### config.mk
export PLATFORM = sky130hd
export DESIGN_NAME = ccr_eval
export DESIGN_NICKNAME = d
export VERILOG_FILES = /design/src/rtl/ccr_eval_pkg.sv /design/src/rtl/ccr_eval_decode.sv /design/src/rtl/ccr_eval_resolve.sv /design/src/rtl/ccr_eval_pack.sv /design/src/rtl/ccr_eval.sv
export SDC_FILE = /design/constraint.sdc
export NUM_CORES = 1
export LEC_CHECK = 0
export BUFFER_PORTS_ARGS = -buffer_cell sky130_fd_sc_hd__buf_4
export CAP_MARGIN = 20
export CORE_MARGIN = 3
export CORE_UTILIZATION = 40
export DETAILED_ROUTE_END_ITERATION = 8
export SLEW_MARGIN = 20
export SYNTH_ARGS = -nofsm -noshare
export SYNTH_HDL_FRONTEND = slang
export SYNTH_SLANG_ARGS = --single-unit
### constraint.sdc
create_clock -name clk -period 10.5 [get_ports clk]
set_input_delay 1.575 -clock clk [delete_from_list [all_inputs] [get_ports clk]]
set_output_delay 1.575 -clock clk [all_outputs]
set_load 0.01 [all_outputs]
### src/rtl/ccr_eval_pkg.sv
package ccr_eval_pkg;

    typedef enum logic [3:0] {
        TAG_FLAGS = 4'd0,
        TAG_ADDB  = 4'd1,
        TAG_ADDW  = 4'd2,
        TAG_ADDL  = 4'd3,
        TAG_SUBB  = 4'd4,
        TAG_SUBW  = 4'd5,
        TAG_SUBL  = 4'd6,
        TAG_CMPB  = 4'd7,
        TAG_CMPW  = 4'd8,
        TAG_CMPL  = 4'd9,
        TAG_LOGIC = 4'd10
    } tag_e;

    typedef enum logic [1:0] {
        CMD_IDLE  = 2'd0,
        CMD_REC   = 2'd1,
        CMD_LOAD  = 2'd2,
        CMD_FLUSH = 2'd3
    } cmd_e;

    typedef enum logic [1:0] {
        KIND_PASS  = 2'd0,
        KIND_ADD   = 2'd1,
        KIND_SUB   = 2'd2,
        KIND_CMP   = 2'd3
    } kind_e;

    localparam int unsigned FLAG_BITS = 5;
    localparam int unsigned BIT_X = 4;
    localparam int unsigned BIT_N = 3;
    localparam int unsigned BIT_Z = 2;
    localparam int unsigned BIT_V = 1;
    localparam int unsigned BIT_C = 0;

    function automatic logic tag_known(input logic [3:0] t);
        return t <= TAG_LOGIC;
    endfunction

endpackage

### src/rtl/ccr_eval_decode.sv
module ccr_eval_decode
    import ccr_eval_pkg::*;
(
    input  logic [3:0] tag_i,
    output kind_e      kind_o,
    output logic [1:0] size_o,
    output logic       logic_o
);
    always_comb begin
        kind_o  = KIND_PASS;
        size_o  = 2'd2;
        logic_o = 1'b0;
        if (tag_i >= TAG_ADDB && tag_i <= TAG_ADDL) begin
            kind_o = KIND_ADD;
            size_o = 2'(tag_i - TAG_ADDB);
        end else if (tag_i >= TAG_SUBB && tag_i <= TAG_SUBL) begin
            kind_o = KIND_SUB;
            size_o = 2'(tag_i - TAG_SUBB);
        end else if (tag_i >= TAG_CMPB && tag_i <= TAG_CMPL) begin
            kind_o = KIND_CMP;
            size_o = 2'(tag_i - TAG_CMPB);
        end else if (tag_i == TAG_LOGIC) begin
            logic_o = 1'b1;
        end
    end
endmodule

### src/rtl/ccr_eval_resolve.sv
module ccr_eval_resolve
    import ccr_eval_pkg::*;
#(
    parameter int unsigned W = 32
) (
    input  logic [3:0]   tag_i,
    input  logic [W-1:0] n_i,
    input  logic [W-1:0] z_i,
    input  logic [W-1:0] v_i,
    input  logic         x_i,
    input  logic         c_i,
    output logic [W-1:0] n_o,
    output logic [W-1:0] z_o,
    output logic [W-1:0] v_o,
    output logic         c_o
);
    localparam int unsigned BYTE_W = 8;
    localparam int unsigned WORD_W = 16;

    kind_e      kind;
    logic [1:0] size;
    logic       is_logic;

    ccr_eval_decode u_dec (
        .tag_i  (tag_i),
        .kind_o (kind),
        .size_o (size),
        .logic_o(is_logic)
    );

    function automatic logic [W-1:0] widen(input logic [W-1:0] a, input logic [1:0] sz);
        case (sz)
            2'd0:    return {{(W-BYTE_W){a[BYTE_W-1]}}, a[BYTE_W-1:0]};
            2'd1:    return {{(W-WORD_W){a[WORD_W-1]}}, a[WORD_W-1:0]};
            default: return a;
        endcase
    endfunction

    logic [W-1:0] first_d;
    logic [W-1:0] diff_d;

    always_comb begin
        n_o     = n_i;
        z_o     = z_i;
        v_o     = v_i;
        c_o     = c_i;
        first_d = '0;
        diff_d  = '0;
        case (kind)
            KIND_ADD: begin
                first_d = widen(n_i - v_i, size);
                z_o     = n_i;
                c_o     = x_i;
                v_o     = (n_i ^ first_d) & ~(first_d ^ v_i);
            end
            KIND_SUB: begin
                first_d = widen(n_i + v_i, size);
                z_o     = n_i;
                c_o     = x_i;
                v_o     = (n_i ^ first_d) & (first_d ^ v_i);
            end
            KIND_CMP: begin
                diff_d = widen(n_i - v_i, size);
                n_o    = diff_d;
                z_o    = diff_d;
                c_o    = n_i < v_i;
                v_o    = (diff_d ^ n_i) & (n_i ^ v_i);
            end
            default: begin
                if (is_logic) begin
                    z_o = n_i;
                    v_o = '0;
                    c_o = 1'b0;
                end
            end
        endcase
    end
endmodule

### src/rtl/ccr_eval_pack.sv
module ccr_eval_pack
    import ccr_eval_pkg::*;
#(
    parameter int unsigned W = 32
) (
    input  logic                 x_i,
    input  logic [W-1:0]         n_i,
    input  logic [W-1:0]         z_i,
    input  logic [W-1:0]         v_i,
    input  logic                 c_i,
    output logic [FLAG_BITS-1:0] flags_o
);
    always_comb begin
        flags_o        = '0;
        flags_o[BIT_X] = x_i;
        flags_o[BIT_N] = n_i[W-1];
        flags_o[BIT_Z] = (z_i == '0);
        flags_o[BIT_V] = v_i[W-1];
        flags_o[BIT_C] = c_i;
    end
endmodule

### src/rtl/ccr_eval.sv
module ccr_eval
    import ccr_eval_pkg::*;
#(
    parameter int unsigned W = 32
) (
    input  logic                 clk,
    input  logic                 rst_n,
    input  logic [1:0]           cmd_i,
    input  logic [3:0]           tag_i,
    input  logic                 x_i,
    input  logic [W-1:0]         n_i,
    input  logic [W-1:0]         z_i,
    input  logic [W-1:0]         v_i,
    input  logic                 c_i,
    input  logic [FLAG_BITS-1:0] ccr_i,
    output logic [FLAG_BITS-1:0] flags_o,
    output logic [3:0]           tag_o,
    output logic                 x_o,
    output logic [W-1:0]         n_o,
    output logic [W-1:0]         z_o,
    output logic [W-1:0]         v_o,
    output logic                 c_o,
    output logic                 err_o
);
    typedef struct packed {
        logic [3:0]   tag;
        logic         x;
        logic [W-1:0] n;
        logic [W-1:0] z;
        logic [W-1:0] v;
        logic         c;
        logic         err;
    } state_t;

    state_t st_d, st_q;

    logic [W-1:0] rn, rz, rv;
    logic         rc;

    ccr_eval_resolve #(.W(W)) u_resolve (
        .tag_i(st_q.tag),
        .n_i  (st_q.n),
        .z_i  (st_q.z),
        .v_i  (st_q.v),
        .x_i  (st_q.x),
        .c_i  (st_q.c),
        .n_o  (rn),
        .z_o  (rz),
        .v_o  (rv),
        .c_o  (rc)
    );

    ccr_eval_pack #(.W(W)) u_pack (
        .x_i    (st_q.x),
        .n_i    (rn),
        .z_i    (rz),
        .v_i    (rv),
        .c_i    (rc),
        .flags_o(flags_o)
    );

    always_comb begin
        st_d     = st_q;
        st_d.err = 1'b0;
        case (cmd_i)
            CMD_REC: begin
                if (tag_known(tag_i)) begin
                    st_d.tag = tag_i;
                    st_d.x   = x_i;
                    st_d.n   = n_i;
                    st_d.z   = z_i;
                    st_d.v   = v_i;
                    st_d.c   = c_i;
                end else begin
                    st_d.err = 1'b1;
                end
            end
            CMD_LOAD: begin
                st_d.tag = TAG_FLAGS;
                st_d.x   = ccr_i[BIT_X];
                st_d.n   = {W{ccr_i[BIT_N]}};
                st_d.z   = ccr_i[BIT_Z] ? '0 : W'(1);
                st_d.v   = {W{ccr_i[BIT_V]}};
                st_d.c   = ccr_i[BIT_C];
            end
            CMD_FLUSH: begin
                st_d.tag = TAG_FLAGS;
                st_d.n   = rn;
                st_d.z   = rz;
                st_d.v   = rv;
                st_d.c   = rc;
            end
            default: ;
        endcase
    end

    always_ff @(posedge clk) begin
        if (!rst_n) begin
            st_q     <= '0;
            st_q.tag <= TAG_FLAGS;
            st_q.z   <= W'(1);
        end else begin
            st_q <= st_d;
        end
    end

    assign tag_o = st_q.tag;
    assign x_o   = st_q.x;
    assign n_o   = st_q.n;
    assign z_o   = st_q.z;
    assign v_o   = st_q.v;
    assign c_o   = st_q.c;
    assign err_o = st_q.err;

endmodule

==> results.json, run 1 <==
{
  "vias": 14100,
  "vdd_drop_max_v": 0.0000831,
  "critPathMaxFanout": 21,
  "viasPerCell": 6.26,
  "cts_buffers": 9,
  "synth_top_area_share_pct": 17.1,
  "final.setup_skew_ns": 0.0206,
  "r2r_end": "v_o[22]",
  "row_count": 62,
  "fin_tns_setup_ns": 0,
  "syn-num-nets": 1916,
  "h-tree-depth": 3,
  "drt_iter0_markers": 1452,
  "async_flop_share_pct": 0,
  "synth.most_common_cell": "nand2_1",
  "leakagePower_uw": 0.00599,
  "worstRegToRegCells": 15,
  "yosys-top-cells-area": "dfxtp_1 17%, ha_1 7.6%, a21oi_1 6.3%",
  "track_usage_pct": 30.9,
  "min_path_cells": 2,
  "outcome": "finished clean",
  "power_uw": 1900,
  "grt_pass1_vias": 12800,
  "hold_class": "flip-flop to flip-flop",
  "multiInputGateArea_um2": 9150,
  "required_ns": 8.93,
  "drive_gt1_share_pct": 17.9,
  "syn_area_um2": 12100,
  "max-slew-margin-rel_pct": 20.0,
  "ys_seq_elements": 103,
  "die_w_um": 180,
  "synthTopCellsByCount": "194 x nand2_1, 153 x a21oi_1, 141 x nor2_1, 139 x o21ai_0, 103 x dfxtp_1",
  "post-route-drc-count": 0,
  "hold_slack_ns": 0.600,
  "end_kind": "output pin",
  "grt_pass1_wl_um": 79300,
  "core-area_um2": 29200,
  "firstDrtPassIters": 6,
  "rsz0062_at_grt": "false",
  "fillers": 2963,
  "place.gp.congestion": 0.965,
  "grt_max_degree": 70,
  "gr-total-overflow": 0,
  "wl_per_cell_um": 23.7,
  "nets": 2045,
  "io_buffers": 218,
  "postCtsHoldBufs": 0,
  "ff2ff_setup_slack_ns": 5.35,
  "yosysUniqueCellTypes": 99,
  "drt_wl_total_um": 53400,
  "cts_tree": "done",
  "yosysWarnings": 0,
  "area.sequential_um2": 2060,
  "period_share_pct": 68.5,
  "syn_inst": 1730,
  "timing_hold_violations_final": 0,
  "avgSynthCellArea_um2": 6.97,
  "yosysSeqAreaShare_pct": 17.1,
  "min_period_ns": 7.19,
  "slew_viol_final": 0,
  "die_area_um2": 32300,
  "crit_path_start_kind": "flip-flop",
  "synth-edff-count": 0,
  "ctsResizeCount": 0,
  "clock-sinks": 103,
  "cap_violations": 0,
  "clock_latency_ns": 0.38,
  "tightest_slew_ns": 1.20,
  "ant_nets": 0,
  "cts_root_buf": "clkbuf_16",
  "io_pins": 219,
  "clk_pin_slew_ns": 0.09,
  "fp.dieH_um": 180,
  "clock.fmax_mhz": 139,
  "antenna_found_initial": 2,
  "syn_to_final_growth_pct": 17.4,
  "hold_start": "z_o[26]",
  "hold_path_end": "z_o[26]",
  "final_core_util_pct": 48.4,
  "dp.final_hpwl_um": 38500,
  "post_cts_buffers": 0,
  "regToRegStartpoint": "tag_o[0]",
  "yosys_most_used_dff": "dfxtp_1",
  "start_util_pct": 41.2,
  "path_class": "flip-flop to output pin",
  "cp.arrival_ns": 5.61,
  "n_antenna_cell": 0,
  "setup_violations": 0,
  "powerDensity_nw_per_um2": 134,
  "clk_path_buf_depth": 2,
  "synth_top_area_cell": "dfxtp_1"
}
## placed cells by master, fill, tap and decap left out, types with 17 or more instances in the layout
cell type  netlist  final
buf_4            7    243
nand2_1        194    194
a21oi_1        153    150
nor2_1         141    140
o21ai_0        139    139
dfxtp_1        103    103
inv_1           89     88
ha_1            73     72
mux2i_1         62     62
a31oi_1         57     57
nand3_1         47     47
o22ai_1         41     39
xnor2_1         38     38
nor3_1          34     32
and3_1          29     29
a21o_1          22     22
nor2b_1         19     19
and2_1          19     19
o31ai_1         18     18
or3_1           18     18
a221oi_1        17     17
## per-layer routing
layer | track usage, % | vias up | part of all wire, %
li1 | - | 6612 | -
met1 | 44.5 | 6691 | 46
met2 | 46.9 | 663 | 43
met3 | 5.13 | 95 | 8.5
met4 | 10.1 | 4 | 2.9
met5 | 0 | - | 0.054
## how the worst max path moves through the flow
stage,startpoint,to,slack (ns),cells after the start
floorplan,tag_o[0],flags_o[1],4.88,17
global placement,tag_o[0],flags_o[2],4.08,20
detailed placement,tag_o[0],flags_o[2],3.83,20
CTS,tag_o[0],flags_o[2],3.39,20
global route,tag_o[0],flags_o[2],2.93,20
finish,tag_o[0],flags_o[2],3.31,20
## logic make-up after synthesis
group                    share of synthesized area, %
adder cells (fa/ha/maj)                          7.90
buffers and inverters                            7.54
AND/OR/NAND/NOR                                  23.6
XOR/XNOR                                         3.33
AO/OA/AOI/OAI                                    35.0
flip-flops                                       17.1
multiplexers                                     5.52
## registers in the layout, summed over array words and instances (netlist names)
| register | cells |
|---|---|
| c_o | 1 |
| tag_o | 4 |
| v_o | 32 |
| err_o | 1 |
| z_o | 32 |
| x_o | 1 |
| n_o | 32 |
## metrics by stage
| stage | cell area, um2 | setup WS [ns] | cells |
|---|---|---|---|
| CTS | 14200 | 3.39 | 2248 |
| global route | 14200 | 2.93 | 2248 |
| global placement | 13900 | 4.08 | 2232 |
| floorplan | 12100 | 4.88 | 1730 |
| detailed placement | 13900 | 3.83 | 2232 |
| finish | 14200 | 3.31 | 2248 |
## critical path, stage by stage (launching register included)
cell and delay [ns]:
dfxtp_1 0.59, inv_1 0.15, ha_1 0.30, nor2_1 0.12, a41oi_1 0.06, o22ai_2 0.32, clkinv_1 0.15, ha_1 0.44
nand2b_1 0.50, buf_4 0.35, and2_1 0.18, mux2i_1 0.12, o31ai_1 0.10, a2111oi_0 0.35, nand4b_1 0.18, nor3_1 0.23
nand4_1 0.17, nor4_2 0.26, nand4_1 0.21, nor3_2 0.30, buf_4 0.17
## layout make-up
class,instances,share of cell area [%]
Tap cell,384,3.39
Multi-Input combinational cell,1409,64.6
Clock buffer,10,1.69
Sequential cell,103,14.6
Clock inverter,6,0.406
Inverter,93,2.46
Timing Repair Buffer,243,12.9
## power breakdown
group / internal, uW / switching [uW] / leakage, uW / total (uW)
clock network: 175 / 195 / 0.000147 / 369
registers: 424 / 75.4 / 0.000851 / 499
logic: 388 / 644 / 0.00499 / 1030
total: 986 / 914 / 0.00599 / 1900
Power figures use the tool's default switching activity.
==> run 2: changes to the inputs <==
--- a/config.mk
+++ b/config.mk
@@ -5,6 +5,7 @@
 export SDC_FILE = /design/constraint.sdc
 export NUM_CORES = 1
 export LEC_CHECK = 0
+export ABC_AREA = 1
 export BUFFER_PORTS_ARGS = -buffer_cell sky130_fd_sc_hd__buf_4
 export CAP_MARGIN = 20
 export CORE_MARGIN = 3
==> constraint.sdc (replaced) <==
create_clock -name clk -period 7.3 [get_ports clk]
set_input_delay 1.095 -clock clk [delete_from_list [all_inputs] [get_ports clk]]
set_output_delay 1.095 -clock clk [all_outputs]
set_load 0.01 [all_outputs]
==> run 2 against run 1 <==
First-iteration DRC count grew 54%. Final area up 4.7%. Combinational power grew 54%. Die area increased by 5.2%. Synthesized cell count up 32%. Sequential share of layout area decreased by 0.65 points. Flip-flop and latch count did not move. Routed wire length rose by 7.6%. Register-to-register slack worse by 2.4 ns. Worst setup slack lost 1.4 ns. Critical endpoint unchanged. Highest routed layer is now met4.
==> results.json, run 2 <==
{
  "outcome": "finished clean",
  "hold_path_end": "tag_o[1]",
  "hold_slack_ns": 0.541,
  "clock.fmax_mhz": 185,
  "drt_wl_total_um": 57400,
  "async_flop_share_pct": 0,
  "tightest_slew_ns": 1.03,
  "regToRegStartpoint": "tag_o[0]",
  "required_ns": 6.20,
  "final.setup_skew_ns": 0.0125,
  "synthTopCellsByCount": "680 x nand2_1, 278 x inv_1, 241 x a21oi_1, 240 x o21ai_0, 146 x nand3_1",
  "syn_to_final_growth_pct": 16.6,
  "yosysSeqAreaShare_pct": 16.2,
  "antenna_found_initial": 0,
  "fin_tns_setup_ns": 0,
  "crit_path_start_kind": "flip-flop",
  "io_pins": 219,
  "firstDrtPassIters": 6,
  "avgSynthCellArea_um2": 5.56,
  "post_cts_buffers": 0,
  "cts_root_buf": "clkbuf_16",
  "ctsResizeCount": 0,
  "viasPerCell": 5.77,
  "min_path_cells": 2,
  "worstRegToRegCells": 15,
  "core-area_um2": 31000,
  "path_common_cell": "nand2_1",
  "yosysWarnings": 0,
  "yosys_most_used_dff": "dfxtp_1",
  "slew_viol_final": 0,
  "final_common_cell": "nand2_1",
  "critPathMaxFanout": 26,
  "crit_path_cell_trace": "inv_2 -> ha_1 -> inv_1 -> nand2_1 -> nand2_1 -> nand2_2 -> nand2_1 -> nand2_2 -> ha_1 -> clkinv_1 -> a21oi_1 -> a22oi_1 -> nor3_1 -> and3_1 -> nand3_1 -> nor2_2 -> buf_4",
  "gr-total-overflow": 0,
  "yosys-top-cells-area": "nand2_1 20%, dfxtp_1 16%, a21oi_1 9.5%",
  "grt_max_degree": 99,
  "ant_nets": 0,
  "grt_pass1_vias": 14600,
  "cts_buffers": 9,
  "grt_pass1_wl_um": 86200,
  "path_buf_inv": 4,
  "ys_seq_elements": 103,
  "h-tree-depth": 3,
  "hold_start": "tag_o[1]",
  "io_buffers": 218,
  "timing_hold_violations_final": 0,
  "vias": 16200,
  "track_usage_pct": 32.6,
  "syn-num-nets": 2471,
  "ff2ff_setup_slack_ns": 2.92,
  "fin_ws_ns": 1.90,
  "die_area_um2": 34000,
  "synth.most_common_cell": "nand2_1",
  "dp_cells": 2800,
  "post-route-drc-count": 0,
  "die_w_um": 184,
  "syn_area_um2": 12700,
  "crit_slowest_cell": "clkinv_1",
  "clock-sinks": 103,
  "postCtsHoldBufs": 0,
  "setup_violations": 0,
  "leakagePower_uw": 0.00739,
  "synth_top_area_share_pct": 20.1,
  "drt_iter0_markers": 2243,
  "start_util_pct": 41.0,
  "powerDensity_nw_per_um2": 192,
  "max-slew-margin-rel_pct": 31.1,
  "fp.dieH_um": 184,
  "rsz0062_at_grt": "false",
  "crit_family": "simple AND/OR/NAND/NOR gates",
  "synth_top_area_cell": "nand2_1",
  "nets": 2602,
  "final_cell_mix": "680 x nand2_1, 278 x inv_1, 240 x a21oi_1, 240 x o21ai_0, 232 x buf_4",
  "row_count": 64,
  "synth-edff-count": 0,
  "end_kind": "output pin",
  "cap_violations": 0,
  "clk_pin_slew_ns": 0.07,
  "yosysUniqueCellTypes": 54,
  "hold_class": "flip-flop to flip-flop",
  "slowest_delay_ns": 0.70,
  "r2r_end": "n_o[28]",
  "clock_latency_ns": 0.38,
  "dp.final_hpwl_um": 45000,
  "cts_tree": "done",
  "fin_cells": 2818,
  "min_period_ns": 5.40,
  "place.gp.congestion": 1.07,
  "cp.arrival_ns": 4.31,
  "drive_gt1_share_pct": 12.1,
  "path_class": "flip-flop to output pin",
  "syn_inst": 2285,
  "vdd_drop_max_v": 0.000109,
  "pre_cts_slack_ns": 2.32,
  "period_share_pct": 74.0,
  "wl_per_cell_um": 20.4,
  "clk_path_buf_depth": 2
}
==> run 2: cell count changes after synthesis, sizes merged, moves of 24 or more <==
| cell | previous run | this run |
|---|---|---|
| and3 | 29 | 2 |
| mux2i | 62 | 0 |
| xnor2 | 39 | 2 |
| nand2 | 194 | 688 |
| nand3 | 47 | 155 |
| o22ai | 41 | 5 |
| a21oi | 158 | 244 |
| o211ai | 16 | 41 |
| inv | 92 | 283 |
| nand4 | 12 | 36 |
| a31oi | 59 | 29 |
| o21ai | 160 | 263 |
==> run 2: through the flow <==
stage	cell area, um2	util [%]	total power [uW]
final	14800	47.8	2840
after global routing	14800	47.8	3020
after CTS	14800	47.7	2790
after detailed placement	14500	46.7	2260
after global placement	14500	46.7	2250
after floorplan	12700	-	1690
==> run 2: worst register-to-register path, stage by stage, from the launching register on <==
cell     delay, ns
dfxtp_1       0.50
ha_1          0.24
inv_1         0.05
nand2_1       0.06
nand2_1       0.06
nand2_2       0.09
nand2_1       0.07
nand2_2       0.35
ha_4          0.47
buf_4         0.83
nor2_1        0.15
inv_1         0.12
nand2_1       0.24
inv_1         0.73
o21ai_0       0.19
a31oi_1       0.19
==> run 2: kinds of logic after synthesis <==
group / after synthesis / synth area share, %
adder cells (fa/ha/maj): 75 / 7.50
flip-flops: 103 / 16.2
XOR/XNOR: 25 / 1.78
AND/OR/NAND/NOR: 1053 / 34.9
buffers and inverters: 400 / 12.3
AO/OA/AOI/OAI: 629 / 27.3
==> run 2: worst max path at each step <==
stage,start,endpoint,cells after the start
after floorplan,tag_o[0],flags_o[2],20
after global placement,tag_o[0],flags_o[2],20
after detailed placement,tag_o[0],flags_o[2],21
after CTS,tag_o[0],flags_o[2],20
after global routing,tag_o[0],flags_o[2],17
final,tag_o[0],flags_o[2],17
==> run 2: layer usage <==
metal | vias to the layer above | share of wire [%] | track usage, %
met1 | 7481 | 47 | 50.4
met3 | 74 | 9.3 | 3.91
met5 | - | 0 | 0
li1 | 7842 | - | -
met2 | 852 | 41 | 48.0
met4 | 0 | 2.1 | 7.05
==> run 2: layout make-up <==
class	instances	area [um2]
sequential	103	2060
multi-input combinational	1782	9110
timing repair buffer	233	1770
inverter	287	1080
tap	396	495
antenna	1	2.50
clock inverter	4	52.6
clock buffer	12	256
fill	3416	16200
==> run 2: where the power goes <==
group | total, uW | internal (uW) | switching [uW]
sequential | 709 | 612 | 97.3
combinational | 1590 | 494 | 1100
clock | 538 | 287 | 250
